--- config.mk ---
export PLATFORM = sky130hd
export DESIGN_NAME = muldiv_iter
export DESIGN_NICKNAME = d
export VERILOG_FILES = /design/src/rtl/muldiv_pkg.sv /design/src/rtl/muldiv_rst_sync.sv /design/src/rtl/muldiv_ctrl.sv /design/src/rtl/muldiv_core.sv /design/src/rtl/muldiv_iter.sv
export SDC_FILE = /design/constraint.sdc
export NUM_CORES = 1
export LEC_CHECK = 0
export CAP_MARGIN = 20
export CORE_AREA = 4 4 184 186
export DETAILED_ROUTE_END_ITERATION = 10
export DIE_AREA = 0 0 188 190
export DONT_BUFFER_PORTS = 1
export GPL_TIMING_DRIVEN = 0
export PLACE_DENSITY = 0.76
export SLEW_MARGIN = 20
export SYNTH_ARGS = -nofsm -noshare
export SYNTH_HDL_FRONTEND = slang
export SYNTH_SLANG_ARGS = --single-unit
--- constraint.sdc ---
create_clock -name clk -period 7.5 [get_ports clk]
set_input_delay 0 -clock clk [delete_from_list [all_inputs] [get_ports clk]]
set_output_delay 0 -clock clk [all_outputs]
set_load 0.01 [all_outputs]
--- src/rtl/muldiv_pkg.sv ---
package muldiv_pkg;

  typedef enum logic [1:0] {
    ST_IDLE   = 2'd0,
    ST_SETUP  = 2'd1,
    ST_ITER   = 2'd2,
    ST_FINISH = 2'd3
  } md_state_e;

  // op[1] = divide, op[0] = unsigned
  typedef enum logic [1:0] {
    OP_MUL  = 2'b00,
    OP_MULU = 2'b01,
    OP_DIV  = 2'b10,
    OP_DIVU = 2'b11
  } md_op_e;

endpackage

--- src/rtl/muldiv_rst_sync.sv ---
module muldiv_rst_sync (
  input  logic clk,
  input  logic rst_n,
  output logic rst_sync_n
);
  logic [1:0] sync_q;

  always_ff @(posedge clk or negedge rst_n) begin
    if (!rst_n) sync_q <= 2'b00;
    else        sync_q <= {sync_q[0], 1'b1};
  end

  assign rst_sync_n = sync_q[1];
endmodule

--- src/rtl/muldiv_ctrl.sv ---
module muldiv_ctrl #(
  parameter int WIDTH = 32
) (
  input  logic clk,
  input  logic rst_n,
  input  logic start,
  output logic cap_en,
  output logic load_en,
  output logic step_en,
  output logic fin_en,
  output logic busy,
  output logic done
);
  import muldiv_pkg::*;

  localparam int CW = (WIDTH > 1) ? $clog2(WIDTH) : 1;
  localparam logic [CW-1:0] LAST = CW'(WIDTH - 1);

  md_state_e state_q, state_d;
  logic [CW-1:0] cnt_q, cnt_d;
  logic done_q;

  always_comb begin
    state_d = state_q;
    cnt_d   = cnt_q;
    unique case (state_q)
      ST_IDLE:   if (start) state_d = ST_SETUP;
      ST_SETUP: begin
        cnt_d   = '0;
        state_d = ST_ITER;
      end
      ST_ITER: begin
        cnt_d = cnt_q + 1'b1;
        if (cnt_q == LAST) state_d = ST_FINISH;
      end
      ST_FINISH: state_d = ST_IDLE;
      default:   state_d = ST_IDLE;
    endcase
  end

  always_ff @(posedge clk or negedge rst_n) begin
    if (!rst_n) begin
      state_q <= ST_IDLE;
      cnt_q   <= '0;
      done_q  <= 1'b0;
    end else begin
      state_q <= state_d;
      cnt_q   <= cnt_d;
      done_q  <= (state_q == ST_FINISH);
    end
  end

  assign cap_en  = (state_q == ST_IDLE) && start;
  assign load_en = (state_q == ST_SETUP);
  assign step_en = (state_q == ST_ITER);
  assign fin_en  = (state_q == ST_FINISH);
  assign busy    = (state_q != ST_IDLE);
  assign done    = done_q;
endmodule

--- src/rtl/muldiv_core.sv ---
module muldiv_core #(
  parameter int WIDTH = 32
) (
  input  logic               clk,
  input  logic               rst_n,
  input  logic               load_en,
  input  logic               step_en,
  input  logic               is_div,
  input  logic [WIDTH-1:0]   init_lo,
  input  logic [WIDTH-1:0]   init_opnd,
  output logic [2*WIDTH-1:0] acc_o
);
  localparam int AW = 2 * WIDTH;

  logic [AW-1:0]    acc_q, acc_d;
  logic [WIDTH-1:0] opnd_q;
  logic [WIDTH:0]   add_a, add_b, add_y;
  logic             trial_neg;

  // shared adder/subtractor
  always_comb begin
    if (is_div) begin
      add_a = acc_q[AW-1:WIDTH-1];
      add_b = {1'b0, opnd_q};
    end else begin
      add_a = {1'b0, acc_q[AW-1:WIDTH]};
      add_b = acc_q[0] ? {1'b0, opnd_q} : '0;
    end
    add_y = add_a + (add_b ^ {(WIDTH+1){is_div}}) + {{WIDTH{1'b0}}, is_div};
  end

  assign trial_neg = add_y[WIDTH];

  always_comb begin
    if (load_en)
      acc_d = {{WIDTH{1'b0}}, init_lo};
    else if (!is_div)
      acc_d = {add_y, acc_q[WIDTH-1:1]};
    else if (trial_neg)
      acc_d = {acc_q[AW-2:0], 1'b0};
    else
      acc_d = {add_y[WIDTH-1:0], acc_q[WIDTH-2:0], 1'b1};
  end

  always_ff @(posedge clk or negedge rst_n) begin
    if (!rst_n) begin
      acc_q  <= '0;
      opnd_q <= '0;
    end else begin
      if (load_en || step_en) acc_q <= acc_d;
      if (load_en)            opnd_q <= init_opnd;
    end
  end

  assign acc_o = acc_q;
endmodule

--- src/rtl/muldiv_iter.sv ---
module muldiv_iter #(
  parameter int WIDTH = 32
) (
  input  logic             clk,
  input  logic             rst_n,
  input  logic             start,
  input  logic [1:0]       op,
  input  logic [WIDTH-1:0] opa,
  input  logic [WIDTH-1:0] opb,
  output logic             busy,
  output logic             done,
  output logic [WIDTH-1:0] hi,
  output logic [WIDTH-1:0] lo
);
  localparam int AW = 2 * WIDTH;

  logic             rst_i_n;
  logic             cap_en, load_en, step_en, fin_en;
  logic [1:0]       op_q;
  logic [WIDTH-1:0] a_q, b_q;
  logic             is_div, is_signed, sign_a, sign_b, div_zero;
  logic [WIDTH-1:0] mag_a, mag_b;
  logic [AW-1:0]    acc;
  logic [WIDTH-1:0] hi_q, lo_q, hi_d, lo_d;
  logic [AW-1:0]    prod_fix;
  logic [WIDTH-1:0] quo_fix, rem_fix;

  muldiv_rst_sync u_rst (
    .clk        (clk),
    .rst_n      (rst_n),
    .rst_sync_n (rst_i_n)
  );

  muldiv_ctrl #(.WIDTH(WIDTH)) u_ctrl (
    .clk     (clk),
    .rst_n   (rst_i_n),
    .start   (start),
    .cap_en  (cap_en),
    .load_en (load_en),
    .step_en (step_en),
    .fin_en  (fin_en),
    .busy    (busy),
    .done    (done)
  );

  // operand capture
  always_ff @(posedge clk or negedge rst_i_n) begin
    if (!rst_i_n) begin
      op_q <= '0;
      a_q  <= '0;
      b_q  <= '0;
    end else if (cap_en) begin
      op_q <= op;
      a_q  <= opa;
      b_q  <= opb;
    end
  end

  // sign preparation
  assign is_div    = op_q[1];
  assign is_signed = ~op_q[0];
  assign sign_a    = is_signed & a_q[WIDTH-1];
  assign sign_b    = is_signed & b_q[WIDTH-1];
  assign mag_a     = sign_a ? (~a_q + 1'b1) : a_q;
  assign mag_b     = sign_b ? (~b_q + 1'b1) : b_q;
  assign div_zero  = (b_q == '0);

  muldiv_core #(.WIDTH(WIDTH)) u_core (
    .clk       (clk),
    .rst_n     (rst_i_n),
    .load_en   (load_en),
    .step_en   (step_en),
    .is_div    (is_div),
    .init_lo   (is_div ? mag_a : mag_b),
    .init_opnd (is_div ? mag_b : mag_a),
    .acc_o     (acc)
  );

  // sign fix-up and write-back
  always_comb begin
    prod_fix = (sign_a ^ sign_b) ? (~acc + 1'b1) : acc;
    quo_fix  = ((sign_a ^ sign_b) && !div_zero) ? (~acc[WIDTH-1:0] + 1'b1)
                                                : acc[WIDTH-1:0];
    rem_fix  = sign_a ? (~acc[AW-1:WIDTH] + 1'b1) : acc[AW-1:WIDTH];
    if (is_div) begin
      hi_d = rem_fix;
      lo_d = quo_fix;
    end else begin
      hi_d = prod_fix[AW-1:WIDTH];
      lo_d = prod_fix[WIDTH-1:0];
    end
  end

  always_ff @(posedge clk or negedge rst_i_n) begin
    if (!rst_i_n) begin
      hi_q <= '0;
      lo_q <= '0;
    end else if (fin_en) begin
      hi_q <= hi_d;
      lo_q <= lo_d;
    end
  end

  assign hi = hi_q;
  assign lo = lo_q;
endmodule

==> flow_summary.json <==
{
  "dieArea_um2": 35700,
  "antenna_found_initial": 0,
  "finalSetupViolCount": 0,
  "end_kind": "register",
  "synth-async-reset-ratio": 1.00,
  "grt_pass1_vias": 14523,
  "tns_ns": 0,
  "crit_type": "register to register",
  "crit_arrival_ns": 7.51,
  "global_route.overflow_total": 0,
  "cts.path.max_buffers": 3,
  "pin_count": 135,
  "rsz0062_at_grt": "false",
  "period_share": 0.940,
  "relSlewSlack": 0.382,
  "cts_sinks": 236,
  "drtIter0Drc": 1730,
  "postCtsSetupBuffers": 0,
  "required_ns": 7.96,
  "routed_via_density": 6.35,
  "yosys_most_used_dff": "dfrtp_1",
  "ys_warn_count": 0,
  "grt_max_degree": 60,
  "cts_resized": 0,
  "ant_nets": 0,
  "coreArea_um2": 32300,
  "drv_slew": 0,
  "postSynthCellCount": 1798,
  "cts_tree": "built",
  "cts_made_buffers": 27,
  "hpwl_um": 42300,
  "rows": 66,
  "maxCapViolCount": 0,
  "grtUsageTotal": 0.304,
  "multi_input_area_um2": 9330,
  "place_inst": 2244,
  "wl_per_cell_um": 23.7,
  "drt-total-wl_um": 56100,
  "cp_slowest_cell": "nor2_1",
  "io_buffers": 0,
  "critPathMaxFanout": 10,
  "clock_skew_ns": 0.0287,
  "synth_nets": 1910,
  "insertion_delay_ns": 0.59,
  "netlist_area_um2": 15900,
  "num_vias": 15013,
  "antenna_cells": 0,
  "nets": 2012,
  "ys_seq_area_frac": 0.372,
  "synth.distinct_cells": 76,
  "nFillCells": 2877,
  "cp-start-kind": "register",
  "final_cells": 2363,
  "synth_edf_count": 0,
  "hold_violations": 0,
  "cpMostUsedCell": "clkbuf_1",
  "drive_above_1_share": 0.0989,
  "post-route-util": 0.563,
  "area_growth_pct": 14.6,
  "max_freq_mhz": 142,
  "regArea_um2": 5910,
  "synth-seq-cells": 236,
  "max_stage_delay_ns": 0.75,
  "tightest_slew_ns": 0.918,
  "drcViolationCount": 0,
  "initial_core_util": 0.491,
  "grt_first_pass_wirelength_um": 85800,
  "clock-root-buffer": "clkbuf_16",
  "status": "completed",
  "die_h_um": 190,
  "postCtsHoldBufs": 69,
  "crit_chain": "clkbuf_1 -> clkbuf_1 -> clkbuf_1 -> buf_1 -> nand2_1 -> o21ai_0 -> ha_1 -> o21ai_0 -> nor3_1 -> o2111ai_1 -> o211ai_1 -> a211oi_2 -> nor2_1 -> clkbuf_1 -> nand3_1 -> a32o_1",
  "period_needed_ns": 7.05,
  "clkSlewWorstSetupHoldPaths_ns": 0.07,
  "min_path_type": "input port to register",
  "synth.avg_cell_area_um2": 8.82,
  "die_w_um": 188,
  "dr.pass1.iters": 6,
  "cts_max_level": 1,
  "gp_congestion": 0.982
}
==> cells by family (layout without fill, tap and decap cells) <==
kind of cell               Yosys count  after routing  synth area share
and+or+nand+nor                    507            507             0.150
buffers and inverters              167            290            0.0406
DFF                                236            236             0.372
adders and majority gates           43             43            0.0344
AOI/OAI and AO/OA                  537            537             0.211
muxes                              154            154             0.107
other                                1              1          0.000236
xor gates and xnor gates           153            153            0.0845
==> path summary, 6_finish.rpt <==
check	startpoint	to	slack [ns]	depth (start not counted)
max in group asynchronous	u_rst.sync_q[1]$_DFF_PN0_	lo[3]$_DFFE_PN0P_	6.26	2
setup reg to reg	op_q[1]$_DFFE_PN0P_	u_core.acc_o[47]$_DFFE_PN0P_	0.45	16
hold reg to reg	u_rst.sync_q[1]$_DFF_PN0_	op_q[0]$_DFFE_PN0P_	0.28	0
min in group asynchronous	rst_n	u_rst.sync_q[1]$_DFF_PN0_	0.19	2
hold / removal	opb[0]	b_q[0]$_DFFE_PN0P_	0.10	2
setup / recovery	op_q[1]$_DFFE_PN0P_	u_core.acc_o[47]$_DFFE_PN0P_	0.45	16
==> synth_stat cells (all sizes together), types with 11 or more instances <==
library cell	instances	area [µm²]
nand2	136	510
o31ai	29	223
buf	12	60.1
nor4	11	68.8
xor2	76	666
or4	16	124
a31oi	13	81.3
xnor2	77	674
dfrtp	236	5910
mux2i	35	350
nor2	181	679
nand4	13	81.3
inv	43	161
mux2	118	1330
a211o	11	96.3
nand3	29	150
or3	12	80.1
a21oi	188	941
a211oi	44	330
nand2b	14	87.6
clkbuf	112	423
o211ai	12	90.1
o41ai	14	123
ha	42	526
a21o	18	135
o21ai	132	661
nor3	48	240
==> metrics by stage <==
| step | hold WS (ns) | instance area [µm²] | setup slack (ns) |
|---|---|---|---|
| 6_report | 0.103 | 18200 | 0.454 |
| 5_1_grt | 0.105 | 18200 | 0.269 |
| 4_1_cts | 0.0913 | 18200 | 0.667 |
| 3_5_place_dp | -0.296 | 16500 | 0.691 |
| 3_3_place_gp | -0.296 | 16400 | -2.26 |
| 2_1_floorplan | -0.296 | 15900 | 0.436 |
==> cells in the final DEF (no fill, tap or decap), types with 28 or more instances in the layout <==
cell / netlist / routed
nor3_1: 48 / 48
nand2_1: 136 / 136
xor2_1: 76 / 76
mux2i_1: 35 / 35
mux2_2: 117 / 117
a21oi_1: 188 / 188
clkbuf_1: 110 / 115
o31ai_1: 28 / 28
a211oi_1: 44 / 43
dlygate4sd3_1: 0 / 69
dfrtp_1: 236 / 235
xnor2_1: 77 / 77
o21ai_0: 129 / 129
ha_1: 42 / 42
nor2_1: 181 / 181
nand3_1: 28 / 28
inv_1: 43 / 43
==> critical path: cells and delay by family (launching register included) <==
family	cells	cell delay (ns)
compound gates	6	1.94
fa+ha+maj	1	0.33
buf+inv	5	2.68
flops	1	0.42
simple gates	4	1.57
==> routing by layer <==
layer / global-route usage / wire, µm / up-vias
met1: 0.420 / 23400 / 7226
met4: 0.108 / 2350 / 0
met3: 0.0752 / 6240 / 138
met2: 0.467 / 24100 / 919
met5: 0 / 0 / -
li1: - / - / 6730
==> sequential cells by signal, indices dropped and copies added, names as in the netlist <==
name,cells
u_rst.sync_q,2
hi,32
u_ctrl.cnt_q,5
u_ctrl.state_q,2
u_ctrl.done,1
u_core.opnd_q,32
u_core.acc_o,64
lo,32
a_q,32
b_q,32
op_q,2
==> area by class of cell <==
class / count / share of cell area
Buffer: 124 / 0.0266
Clock buffer: 35 / 0.0405
Clock inverter: 15 / 0.0111
Inverter: 43 / 0.00888
Multi-Input combinational cell: 1395 / 0.513
Sequential cell: 236 / 0.325
Tap cell: 442 / 0.0304
Timing Repair Buffer: 73 / 0.0440
Power is left out: the tool's default activity adds up to more than one toggle a clock period on the data nets, which glitch-free logic cannot reach.
